<file path="config.mk">
export PLATFORM = sky130hd
export DESIGN_NAME = spi_tgt_master
export DESIGN_NICKNAME = d
export VERILOG_FILES = /design/src/rtl/spi_tgt_pkg.sv /design/src/rtl/spi_tgt_cfg_bank.sv /design/src/rtl/spi_tgt_tick.sv /design/src/rtl/spi_tgt_master.sv
export SDC_FILE = /design/constraint.sdc
export NUM_CORES = 1
export LEC_CHECK = 0
export ABC_AREA = 1
export CAP_MARGIN = 20
export CORE_MARGIN = 3
export CORE_UTILIZATION = 35
export CTS_CLUSTER_SIZE = 25
export DETAILED_ROUTE_END_ITERATION = 16
export SETUP_SLACK_MARGIN = 0.2
export SYNTH_ARGS = -nofsm -noshare
export SYNTH_HDL_FRONTEND = slang
export SYNTH_HIERARCHICAL = 1
export SYNTH_SLANG_ARGS = --single-unit
</file>
<file path="constraint.sdc">
create_clock -name clk -period 2.2 [get_ports clk]
set_clock_uncertainty 0.1 [all_clocks]
set_input_delay 0.44 -clock clk [delete_from_list [all_inputs] [get_ports clk]]
set_output_delay 0.44 -clock clk [all_outputs]
set_load 0.005 [all_outputs]
</file>
<file path="src/rtl/spi_tgt_pkg.sv">
package spi_tgt_pkg;
    parameter int unsigned DIV_W = 8;

    typedef struct packed {
        logic             cpol;
        logic             cpha;
        logic [DIV_W-1:0] div;
    } tcfg_t;

    typedef enum logic [1:0] {ST_IDLE, ST_LEAD, ST_SHIFT, ST_TRAIL} st_e;
endpackage

</file>
<file path="src/rtl/spi_tgt_cfg_bank.sv">
module spi_tgt_cfg_bank
    import spi_tgt_pkg::*;
#(
    parameter int N_TGT = 4,
    localparam int IDX_W = (N_TGT > 1) ? $clog2(N_TGT) : 1
) (
    input  logic                   clk,
    input  logic                   rst_n,
    input  logic                   we_i,
    input  logic [IDX_W-1:0]       idx_i,
    input  tcfg_t                  wdata_i,
    input  logic                   lock_i,
    input  logic [IDX_W-1:0]       lock_idx_i,
    output tcfg_t [N_TGT-1:0]      cfg_o
);
    for (genvar g = 0; g < N_TGT; g++) begin : g_ent
        tcfg_t ent_d, ent_q;
        logic  hit;

        always_comb begin
            hit   = we_i && (idx_i == IDX_W'(g)) && !(lock_i && (lock_idx_i == IDX_W'(g)));
            ent_d = hit ? wdata_i : ent_q;
        end

        always_ff @(posedge clk or negedge rst_n) begin
            if (!rst_n) ent_q <= '0;
            else        ent_q <= ent_d;
        end

        assign cfg_o[g] = ent_q;
    end
endmodule

</file>
<file path="src/rtl/spi_tgt_tick.sv">
module spi_tgt_tick
    import spi_tgt_pkg::*;
(
    input  logic             clk,
    input  logic             rst_n,
    input  logic             load_i,
    input  logic             run_i,
    input  logic [DIV_W-1:0] load_div_i,
    input  logic [DIV_W-1:0] run_div_i,
    output logic             tick_o
);
    logic [DIV_W-1:0] cnt_d, cnt_q;

    always_comb begin
        cnt_d = cnt_q;
        if (load_i)             cnt_d = load_div_i;
        else if (run_i) begin
            if (cnt_q == '0)    cnt_d = run_div_i;
            else                cnt_d = cnt_q - 1'b1;
        end
    end

    always_ff @(posedge clk or negedge rst_n) begin
        if (!rst_n) cnt_q <= '0;
        else        cnt_q <= cnt_d;
    end

    assign tick_o = run_i && (cnt_q == '0);
endmodule

</file>
<file path="src/rtl/spi_tgt_master.sv">
module spi_tgt_master
    import spi_tgt_pkg::*;
#(
    parameter int N_TGT  = 4,
    parameter int DATA_W = 8,
    localparam int IDX_W = (N_TGT > 1) ? $clog2(N_TGT) : 1,
    localparam int EW    = $clog2(2 * DATA_W)
) (
    input  logic              clk,
    input  logic              rst_n,
    input  logic              req_i,
    input  logic [IDX_W-1:0]  tgt_i,
    input  logic [DATA_W-1:0] tx_i,
    output logic              ready_o,
    output logic              done_o,
    output logic [DATA_W-1:0] rx_o,
    input  logic              cfg_we_i,
    input  logic [IDX_W-1:0]  cfg_idx_i,
    input  logic              cfg_cpol_i,
    input  logic              cfg_cpha_i,
    input  logic [DIV_W-1:0]  cfg_div_i,
    output logic              sclk_o,
    output logic              mosi_o,
    input  logic              miso_i,
    output logic [N_TGT-1:0]  cs_n_o
);
    localparam logic [EW-1:0] LAST_EDGE = EW'(2 * DATA_W - 1);

    typedef struct packed {
        st_e               st;
        tcfg_t             cfg;
        logic [IDX_W-1:0]  tgt;
        logic [DATA_W-1:0] sh;
        logic [DATA_W-1:0] rx;
        logic [EW-1:0]     edge_n;
        logic              sclk;
        logic              mosi;
        logic [N_TGT-1:0]  cs_n;
        logic              done;
        logic [DATA_W-1:0] rx_out;
    } reg_t;

    reg_t              r_q, r_d;
    tcfg_t [N_TGT-1:0] cfg_all;
    tcfg_t             sel_cfg;
    tcfg_t             wcfg;
    logic              accept, tick, lead;

    assign wcfg = '{cpol: cfg_cpol_i, cpha: cfg_cpha_i, div: cfg_div_i};

    spi_tgt_cfg_bank #(.N_TGT(N_TGT)) u_bank (
        .clk        (clk),
        .rst_n      (rst_n),
        .we_i       (cfg_we_i),
        .idx_i      (cfg_idx_i),
        .wdata_i    (wcfg),
        .lock_i     (r_q.st != ST_IDLE),
        .lock_idx_i (r_q.tgt),
        .cfg_o      (cfg_all)
    );

    assign sel_cfg = cfg_all[tgt_i];
    assign accept  = (r_q.st == ST_IDLE) && req_i;

    spi_tgt_tick u_tick (
        .clk        (clk),
        .rst_n      (rst_n),
        .load_i     (accept),
        .run_i      (r_q.st != ST_IDLE),
        .load_div_i (sel_cfg.div),
        .run_div_i  (r_q.cfg.div),
        .tick_o     (tick)
    );

    always_comb begin
        r_d      = r_q;
        r_d.done = 1'b0;
        lead     = (r_q.edge_n[0] == 1'b0);
        unique case (r_q.st)
            ST_IDLE: begin
                if (accept) begin
                    r_d.st          = ST_LEAD;
                    r_d.cfg         = sel_cfg;
                    r_d.tgt         = tgt_i;
                    r_d.sh          = tx_i;
                    r_d.rx          = '0;
                    r_d.edge_n      = '0;
                    r_d.sclk        = sel_cfg.cpol;
                    r_d.mosi        = sel_cfg.cpha ? 1'b0 : tx_i[DATA_W-1];
                    r_d.cs_n        = '1;
                    r_d.cs_n[tgt_i] = 1'b0;
                end
            end
            ST_LEAD, ST_SHIFT: begin
                if (tick) begin
                    r_d.sclk = ~r_q.sclk;
                    if (lead != r_q.cfg.cpha) begin
                        r_d.rx = {r_q.rx[DATA_W-2:0], miso_i};
                    end else if (r_q.cfg.cpha) begin
                        r_d.mosi = r_q.sh[DATA_W-1];
                        r_d.sh   = r_q.sh << 1;
                    end else begin
                        r_d.mosi = r_q.sh[DATA_W-2];
                        r_d.sh   = r_q.sh << 1;
                    end
                    r_d.edge_n = r_q.edge_n + 1'b1;
                    r_d.st     = (r_q.edge_n == LAST_EDGE) ? ST_TRAIL : ST_SHIFT;
                end
            end
            ST_TRAIL: begin
                if (tick) begin
                    r_d.st     = ST_IDLE;
                    r_d.cs_n   = '1;
                    r_d.sclk   = r_q.cfg.cpol;
                    r_d.mosi   = 1'b0;
                    r_d.done   = 1'b1;
                    r_d.rx_out = r_q.rx;
                end
            end
            default: r_d.st = ST_IDLE;
        endcase
    end

    always_ff @(posedge clk or negedge rst_n) begin
        if (!rst_n) begin
            r_q      <= '0;
            r_q.cs_n <= '1;
        end else begin
            r_q <= r_d;
        end
    end

    assign ready_o = (r_q.st == ST_IDLE);
    assign done_o  = r_q.done;
    assign rx_o    = r_q.rx_out;
    assign sclk_o  = r_q.sclk;
    assign mosi_o  = r_q.mosi;
    assign cs_n_o  = r_q.cs_n;
endmodule

</file>
==> results of run 1 <==
==> cells in the mapped netlist <==
cell      number  area (sq um)
nand3_2        1          10.0
nand3_1       62           310
dfrtp_1       93          2330
xnor2_1        1          8.76
inv_2          3          11.3
inv_1         34           128
o21ai_0       18          90.1
dfstp_2        4           105
nand2_1      271          1020
ha_1           7          87.6
a21oi_1       12          60.1
nor2_1        32           120
nand2_2        3          18.8
o21bai_1       1          7.51
a31oi_1        2          12.5
nand2_4        1          11.3
a22oi_1       13          97.6
buf_2          7          35.0
buf_6          2          22.5
inv_4          1          6.26
or2_2          1          6.26
nand4_1       11          68.8
nand2_8        1          20.0
clkbuf_1       2          7.51
xor2_1         1          8.76
clkinv_1       2          7.51
o21ai_1        5          25.0
nor2_4         4          45.0
nor2_2         6          37.5
clkbuf_2       1          5.00
buf_4         15           113
nor3_1         1          5.00
==> cells by family (layout without fill, tap and decap cells) <==
family,Yosys count,in the layout,synth area share [%]
fa+ha+maj,7,7,1.81
buf+inv,67,131,6.93
flops,97,97,50.3
compound gates,51,51,6.05
simple gates,394,395,34.5
xor+xnor,2,2,0.362
==> flip-flops by register name, indices dropped and copies added, names as in the netlist <==
signal / cells
u_bank/cfg_o: 40
mosi_o: 1
cs_n_o: 4
rx_o: 8
r_q: 34
done_o: 1
sclk_o: 1
u_tick/cnt_q: 8
==> repair_timing <==
action	in CTS	in global routing
endpoints found under the setup margin	22	33
endpoints found under the hold margin	27	0
resized for setup	16	18
gates cloned	1	0
buffers inserted	5	4
pin swaps	2	4
hold buffers	1	0
==> worst min-delay path, stage by stage (launching register included) <==
cell,delay (ns)
dfrtp_1,0.35
nand2_1,0.05
nand2_1,0.05
==> path summary, 6_finish.rpt <==
check	start	endpoint	slack, ns	depth (start not counted)
hold / removal	u_bank/cfg_o[20]	u_bank/cfg_o[20]	0.38	2
setup reg to reg	u_tick/cnt_q[1]	r_q[31]	0.31	13
setup / recovery	u_tick/cnt_q[1]	r_q[31]	0.31	13
max in group asynchronous	rst_n	r_q[24]	0.95	3
hold reg to reg	u_bank/cfg_o[20]	u_bank/cfg_o[20]	0.38	2
min in group asynchronous	rst_n	rx_o[5]	0.48	2
==> per-stage QoR <==
step | util, % | setup slack, ns | std cells | power (W)
6_report | 44.4 | 0.314 | 859 | 0.00816
5_1_grt | 44.4 | 0.181 | 859 | 0.00885
4_1_cts | 43.8 | 0.205 | 855 | 0.00802
3_5_place_dp | 40.9 | 0.0285 | 832 | 0.00617
3_3_place_gp | 40.9 | 0.0836 | 832 | 0.00608
2_1_floorplan | - | 0.203 | 618 | 0.00520
==> layer usage <==
metal / up-vias / wire length, um / GRT usage, % / part of all wire (%)
li1: 2095 / - / - / -
met1: 1943 / 5640 / 22.5 / 48
met2: 108 / 5400 / 26.4 / 45
met3: 14 / 660 / 3.61 / 5.6
met4: 0 / 167 / 5.40 / 1.4
met5: - / 0 / 0 / 0
==> power by group <==
part           switching [W]  leakage (nW)  total [W]  internal [W]
sequential          0.000536          1.24    0.00303       0.00249
clock               0.000737         0.136    0.00152      0.000786
combinational        0.00222          1.62    0.00362       0.00140
==> cell usage in the layout, fill, tap and decap left out, types with 2 or more instances in the layout <==
cell type,count
buf_4,32
a31oi_1,2
clkinv_1,2
nand3_2,2
clkdlybuf4s50_1,36
nor2_2,6
clkbuf_16,9
a21oi_1,12
inv_8,2
dfstp_2,4
inv_6,3
ha_4,2
dfrtp_1,93
nand3_1,59
nand2_2,6
nand3_4,3
nand4_1,11
inv_1,29
o21ai_0,17
dlygate4sd2_1,2
nor2_4,6
a22oi_1,13
inv_2,7
nand2_4,2
o21ai_1,6
nor2_1,30
ha_1,5
nand2_1,267
dlymetal6s2s_1,3
==> area by class of cell <==
cell class	instances	area (sq um)	share of cell area (%)
Tap cell	176	220	3.70
Multi-Input combinational cell	455	2170	36.5
Clock inverter	6	50.0	0.841
Timing Repair Buffer	75	686	11.5
Sequential cell	97	2430	40.9
Clock buffer	10	229	3.85
Inverter	40	160	2.69
==> key figures, run 1 <==
Clocking
  – CTS buffer count: 9
  – Longest Clk Path Bufs: 2
  – H-tree levels: 3
  – CTS tree: yes
  – Clk root buf: clkbuf_16
  – Clock slew at reported path FFs: 0.07 ns
  – CTS Sinks: 97
  – Worst skew pair latency: around 0.36 ns

Yosys
  – Seq cells post-synth: just under 100
  – YS warnings: 6
  – Net Count, Synth: about 650
  – Sequential element share of the synthesized area: approximately half
  – Avg Cell Area, Syn: 7.83 sq um
  – Synthesized area: 0.00484 sq mm
  – Post-synth cell types: 32
  – Gate Count Post-Synth: roughly 600

Floorplan
  – FP Rows: 42
  – Die X: between 100 and 150 um
  – Die area: about 0.015 sq mm
  – Die height: approximately 120 um
  – Initial core utilization: roughly 36%
  – Top-level I/O count: 43
  – Core area: between 0.01 and 0.015 sq mm

Final layout
  – Post-route cell area: roughly 0.006 sq mm
  – Fillers: approximately 1300
  – Synthesis-to-finish area growth: 23.0%
  – Diodes inserted: 0
  – Layout cells sized above 1: between 10% and 20%
  – # nets final: a little over 700

Timing
  – Final period util: a little under nine tenths
  – Clock period minus worst slack: between 1.5 and 2 ns
  – Final setup violation count: 0
  – Slew @ Worst Pin: between 0.5 and 0.6 ns
  – Fin Setup TNS: 0 ns
  – Max_slew headroom: between 60% and 70%
  – Fmax: between 500 and 600 MHz
  – Min Hold Slack: roughly 0.38 ns
  – Fin. Hold Viols: 0
  – Final Max Slew Viols: 0
  – Unrepaired setup endpoints after global routing: no

Critical path
  – Maximum fanout along the worst path: 8
  – Req. time, crit path: 2.34 ns
  – CP cell instances: inv_2 -> ha_4 -> inv_1 -> nor2_4 -> nand2_8 -> nor2_4 -> inv_1 -> nand2_2 -> nand2_4 -> inv_8 -> nand3_4 -> nand2_1 -> o21ai_0
  – Family with the most delay on the worst path: simple AND/OR/NAND/NOR gates
  – Crit-path slowest cell: dfrtp_1
  – Max stage delay on crit path: approximately 0.4 ns
  – Sum of buffers and inverters on the critical path: 4
  – CP arrival: between 2 and 2.5 ns
  – Setup Crit Path Kind: flip-flop to flip-flop
  – Critical Path Sink Type: flip-flop
  – Setup crit start kind: flip-flop

Placement
  – HPWL after DPL: roughly 8.6 mm
  – GP Congestion: 0.876
  – Cell Area, Placed: 0.00548 sq mm
  – Port Buffers: 42

Global routing
  – First-pass GRT wire length: around 20 mm
  – Largest net degree at the start of global routing: 36
  – Initial antenna violation count: 0
  – Global route total overflow: 0
  – Number of global-route vias before repair: 3945
  – Gr usage total: roughly 17%

Route
  – DR WL/cell: between 10 and 15 um
  – DRT antenna net count: 0
  – Vias per inst: between 4 and 5
  – Pre-Repair DR Iteration Count: 5
  – DR DRC count: 0
  – Routed vias: 4160
  – DR iter-0 viols: about 280
  – Routed wire length: around 12 mm

Run
  – Max Cap Violations: 0

Power
  – Max VDD drop: ~600 uV
  – Static leakage: between 2 and 3 nW
  – PwrDens: around 1400 mW/mm^2

Run status
  – Status: finished, final reports clean

Min path
  – Worst hold-check path type: flip-flop to flip-flop
Note: power is estimated with default switching activity, not from simulation.
==> inputs of run 2 (changes only) <==
==> constraint.sdc (replaced) <==
create_clock -name clk -period 2.2 [get_ports clk]
set_clock_uncertainty 0.1 [all_clocks]
set_input_delay 0.44 -clock clk [delete_from_list [all_inputs] [get_ports clk]]
set_output_delay 0.44 -clock clk [all_outputs]
set_load 0.05 [all_outputs]
==> key figures, run 2 (same netlist as run 1, synthesis figures left out) <==
Run status
  – Status: finished, final reports clean

Final layout
  – # nets final: 710
  – Diodes inserted: 0
  – Fillers: around 1400
  – Multi-input logic area: roughly 0.0022 sq mm
  – Post-route cell area: ~0.006 sq mm
  – Most frequent cells in the layout: nand2_1, dfrtp_1, nand3_1
  – Max reg flops: 40
  – Synthesis-to-finish area growth: 22.9%
  – Commonest non-fill, non-tap cell in the layout: nand2_1
  – Register Area: 0.00243 sq mm
  – Final Non-Filler Cells: 857
  – Layout cells sized above 1: 13.2%

Route
  – DR WL/cell: roughly 14 um
  – Pre-Repair DR Iteration Count: 7
  – Vias per inst: between 4 and 5
  – DR DRC count: 0
  – DR iter-0 viols: roughly 290
  – Routed wire length: 11.9 mm
  – Routed vias: 4161
  – DRT antenna net count: 0

Floorplan
  – Die height: 124 um
  – Top-level I/O count: 43
  – Die X: approximately 120 um
  – Core area: about 0.013 sq mm
  – Die area: between 0.015 and 0.02 sq mm
  – Initial core utilization: 36.1%
  – FP Rows: between 40 and 50

Global routing
  – First-pass GRT wire length: 19.6 mm
  – Initial antenna violation count: 0
  – Largest net degree at the start of global routing: 52
  – Global route total overflow: 0
  – Number of global-route vias before repair: between 3000 and 4000
  – Gr usage total: between 10% and 20%

Timing
  – Fmax: roughly 530 MHz
  – Clock period minus worst slack: 1.90 ns
  – Fin Setup TNS: 0 ns
  – Unrepaired setup endpoints after global routing: no
  – Max_slew headroom: about two thirds
  – Final period util: a little under nine tenths
  – Slew @ Worst Pin: 0.505 ns
  – Fin. Hold Viols: 0
  – Min Hold Slack: approximately 0.37 ns
  – Fin worst setup slack: around 0.3 ns
  – Final setup violation count: 0
  – Final Max Slew Viols: 0

Power
  – PwrDens: approximately 1500 mW/mm^2
  – Max VDD drop: 568 uV
  – Static leakage: 3.05 nW

Clocking
  – CTS Sinks: 97
  – CTS tree: yes
  – H-tree levels: 3
  – Worst skew pair latency: around 0.36 ns
  – Clk root buf: clkbuf_16
  – Longest Clk Path Bufs: 2
  – Clock slew at reported path FFs: approximately 0.07 ns
  – CTS buffer count: 9

Placement
  – Cell Area, Placed: 0.00549 sq mm
  – Placed Cells: 834
  – GP Congestion: just under 0.9
  – Worst slack at placement: -0.00275 ns
  – Port Buffers: 42
  – HPWL after DPL: 8.65 mm

Critical path
  – Family with the most delay on the worst path: simple AND/OR/NAND/NOR gates
  – Setup crit start kind: flip-flop
  – Req. time, crit path: approximately 2.3 ns
  – CP cell instances: inv_2 -> ha_4 -> inv_1 -> nor2_4 -> nand2_8 -> nor2_4 -> inv_1 -> nand2_2 -> nand2_4 -> inv_8 -> nand3_4 -> nand2_1 -> o21ai_0
  – Critical Path Sink Type: flip-flop
  – Sum of buffers and inverters on the critical path: 4
  – Crit-path slowest cell: dfrtp_1
  – Maximum fanout along the worst path: 8
  – Setup Crit Path Kind: flip-flop to flip-flop
  – CP arrival: around 2.0 ns
  – Max stage delay on crit path: 0.41 ns

Min path
  – Worst hold-check path type: flip-flop to flip-flop

Run
  – Max Cap Violations: 0
## run 2: changes by cell type in the layout (fill, tap and decap cells not counted), sizes merged, moves of 2 or more
| cell | change |
|---|---|
| clkdlybuf4s50 | -11 |
| dlygate4sd2 | +9 |
| buf | +3 |
| dlymetal6s2s | -3 |
| bufinv | +2 |
| inv | -2 |
## run 2: metal layers
metal	vias up	track usage [%]	routed length [um]
met5	-	0	0
met4	0	6.44	221
met3	19	3.06	601
met2	111	25.1	5230
met1	1943	23.5	5860
li1	2088	-	-
## run 2: area by class of cell
cell class / count / share of cell area (%)
multi-input cells: 455 / 36.4
inverters: 40 / 2.70
well taps: 176 / 3.71
clock inverters: 6 / 1.47
clock buffers: 10 / 4.02
flip-flops and latches: 97 / 40.9
repair buffers: 73 / 10.8
## run 2: stage by stage
stage | power [W] | utilization [%]
after detailed placement | 0.00651 | 41.0
after global placement | 0.00643 | 41.0
after floorplan | 0.00554 | -
after CTS | 0.00846 | 43.9
after global routing | 0.00928 | 44.3
final | 0.00862 | 44.3
## run 2: worst min-delay path, cell delays in order, from the launching register on
cell and delay, ns:
dfrtp_1 0.34, nand2_1 0.05, nand2_1 0.04
## run 2: report_power, final
part	switching, W	leakage, nW	internal (W)
Clock	0.000683	0.163	0.00103
Combinational	0.00251	1.65	0.00137
Sequential	0.000542	1.24	0.00249
Total	0.00373	3.05	0.00489
## run 2: path summary, 6_finish.rpt
check / end / start / slack [ns] / cells past startpoint
min in group asynchronous: r_q[15] / rst_n / 0.41 / 2
hold / removal: u_bank/cfg_o[22] / u_bank/cfg_o[22] / 0.37 / 2
setup reg to reg: r_q[31] / u_tick/cnt_q[1] / 0.30 / 13
max in group asynchronous: u_tick/cnt_q[7] / rst_n / 0.95 / 3
setup / recovery: r_q[31] / u_tick/cnt_q[1] / 0.30 / 13
hold reg to reg: u_bank/cfg_o[22] / u_bank/cfg_o[22] / 0.37 / 2
## run 2: what timing repair did
action,in CTS,in global routing
resized for setup,20,12
endpoints found under the setup margin,34,30
hold endpoints to repair,21,0
setup buffers,2,3
gates cloned,1,0
pin swaps,1,3
hold buffers,1,0
==> inputs of run 3 (changes only) <==
- REMOVE_ABC_BUFFERS: default -> 1
==> key figures, run 3 (same netlist as run 1, synthesis figures left out) <==
Run status
  – Status: finished, final reports clean

Final layout
  – # nets final: a little over 700
  – Diodes inserted: 0
  – Max reg flops: 40
  – Synthesis-to-finish area growth: 24.7%
  – Final core occ: between 40 and 50%
  – Most frequent cells in the layout: nand2_1, dfrtp_1, nand3_1
  – Commonest non-fill, non-tap cell in the layout: nand2_1
  – Layout cells sized above 1: between 10% and 20%

Power
  – Switching part of the total: a little over two fifths
  – Max VDD drop: around 580 uV
  – Psw: around 0.0037 W
  – Comb power frac: a little under half
  – PwrDens: 1440 mW/mm^2
  – Register share of total power: 34.3%
  – Pint: 0.00500 W
  – Clock power frac: roughly a fifth
  – Static leakage: 3.10 nW

Timing
  – Final setup violation count: 0
  – Slew @ Worst Pin: between 0.5 and 0.6 ns
  – Final period util: 86.0%
  – Final Max Slew Viols: 0
  – Min Hold Slack: between 0.3 and 0.4 ns
  – Fin worst setup slack: 0.308 ns
  – Unrepaired setup endpoints after global routing: yes
  – Fmax: 528 MHz
  – Max_slew headroom: roughly two thirds
  – Clock period minus worst slack: 1.89 ns
  – Fin. Hold Viols: 0

Clocking
  – CTS buffer count: 9
  – Longest Clk Path Bufs: 2
  – H-tree levels: 3
  – Clock slew at reported path FFs: about 0.06 ns
  – CTS Sinks: 97
  – CTS tree: yes
  – Clk root buf: clkbuf_16
  – Worst skew pair latency: 0.34 ns

Floorplan
  – Die X: ~120 um
  – Die height: around 120 um
  – Core area: 0.0134 sq mm
  – Die area: 0.0153 sq mm
  – FP Rows: 42
  – Initial core utilization: a little over a third
  – Top-level I/O count: 43

Run
  – Max Cap Violations: 0

Critical path
  – Worst reg2reg endpoint: rx_o[6]
  – Maximum fanout along the worst path: 9
  – Worst R2R Setup Slack: about 0.31 ns
  – Req. time, crit path: approximately 2.3 ns
  – Reg2Reg Depth: 10
  – Family with the most delay on the worst path: buffers and inverters
  – R2r startpoint: r_q[47]
  – CP arrival: between 2 and 2.5 ns
  – Critical Path Sink Type: flip-flop
  – Crit-path slowest cell: dfrtp_1
  – Max stage delay on crit path: 0.41 ns
  – Sum of buffers and inverters on the critical path: 5
  – Setup crit start kind: flip-flop
  – CP cell instances: inv_1 -> ha_1 -> inv_1 -> inv_1 -> nor2_4 -> buf_4 -> nand2_1 -> clkinv_1 -> nand2_1 -> nand2_1
  – Critical path depth: 10
  – Setup Crit Path Kind: flip-flop to flip-flop

Route
  – Vias per inst: about 4.9
  – DRT antenna net count: 0
  – Pre-Repair DR Iteration Count: 5
  – Routed wire length: around 12 mm
  – DR DRC count: 0
  – DR WL/cell: 14.5 um
  – Routed vias: around 4200
  – DR iter-0 viols: roughly 270

Min path
  – Hold Startpoint: u_bank/cfg_o[14]
  – Hold path cells: 2
  – Hold endpoint: u_bank/cfg_o[14]
  – Worst hold-check path type: flip-flop to flip-flop

Global routing
  – Global route total overflow: 0
  – Gr usage total: between 15 and 20%
  – Number of global-route vias before repair: between 4000 and 5000
  – Largest net degree at the start of global routing: 45
  – Initial antenna violation count: 0
  – First-pass GRT wire length: between 20 and 25 mm

Placement
  – GP Congestion: 0.866
  – Port Buffers: 42
  – HPWL after DPL: about 9 mm
  – Worst slack at placement: -0.109 ns
## run 3: changes by cell type in the layout (fill, tap and decap cells not counted), sizes merged
cell	before	now
clkbuf	10	9
bufinv	2	3
buf	36	43
inv	40	38
clkinvlp	0	1
## run 3: power groups by stage
stage | Clock (W) | Sequential (W) | Combinational (W)
after CTS | 0.00181 | 0.00297 | 0.00382
final | 0.00175 | 0.00298 | 0.00395
after detailed placement | 0 | 0.00301 | 0.00358
after global routing | 0.00187 | 0.00307 | 0.00443
after floorplan | 0 | 0.00311 | 0.00220
after global placement | 0 | 0.00299 | 0.00352
## run 3: worst max path at each step
stage | from | slack (ns) | end
global route | r_q[47] | 0.19 | rx_o[7]
finish | r_q[47] | 0.31 | rx_o[6]
global placement | tgt_i[1] | -0.1 | u_tick/cnt_q[1]
detailed placement | tgt_i[1] | -0.11 | u_tick/cnt_q[1]
floorplan | r_q[47] | -0.27 | u_tick/cnt_q[7]
CTS | u_tick/cnt_q[0] | 0.20 | r_q[32]
## run 3: final cells by class
| type | instances | area [sq um] |
|---|---|---|
| timing repair buffer | 80 | 729 |
| tap | 176 | 220 |
| multi-input combinational | 455 | 2150 |
| clock inverter | 6 | 108 |
| clock buffer | 9 | 225 |
| fill | 1322 | 7370 |
| sequential | 97 | 2430 |
| inverter | 40 | 160 |
## run 3: what timing repair did
item,in CTS,in global routing
hold buffers,1,0
hold endpoints to repair,32,0
setup endpoints to repair,33,31
gates cloned,1,0
setup buffers,2,3
resized for setup,21,15
pin swaps,1,3
## run 3: worst register-to-register path, cell delays in order (launching register included)
cell and delay, ns:
dfrtp_1 0.41, inv_1 0.12, ha_1 0.18, inv_1 0.05
inv_1 0.12, nor2_4 0.06, buf_4 0.13, nand2_1 0.17
clkinv_1 0.27, nand2_1 0.13, nand2_1 0.06
## run 3: per-layer routing
metal	routed length, um	vias to the layer above	GRT usage, %
met3	494	20	3.48
met5	0	-	0
met2	5980	86	28.2
li1	-	2110	-
met1	5770	1981	23.9
met4	244	0	5.88
## run 3: metrics by stage
stage | cell area, sq um | power, W | std cells | setup TNS, ns
4_1_cts | 5960 | 0.00860 | 860 | 0
3_3_place_gp | 5570 | 0.00651 | 841 | -0.212
2_1_floorplan | 4650 | 0.00531 | 591 | -2.31
6_report | 6030 | 0.00868 | 863 | 0
3_5_place_dp | 5570 | 0.00658 | 841 | -0.534
5_1_grt | 6030 | 0.00937 | 863 | 0
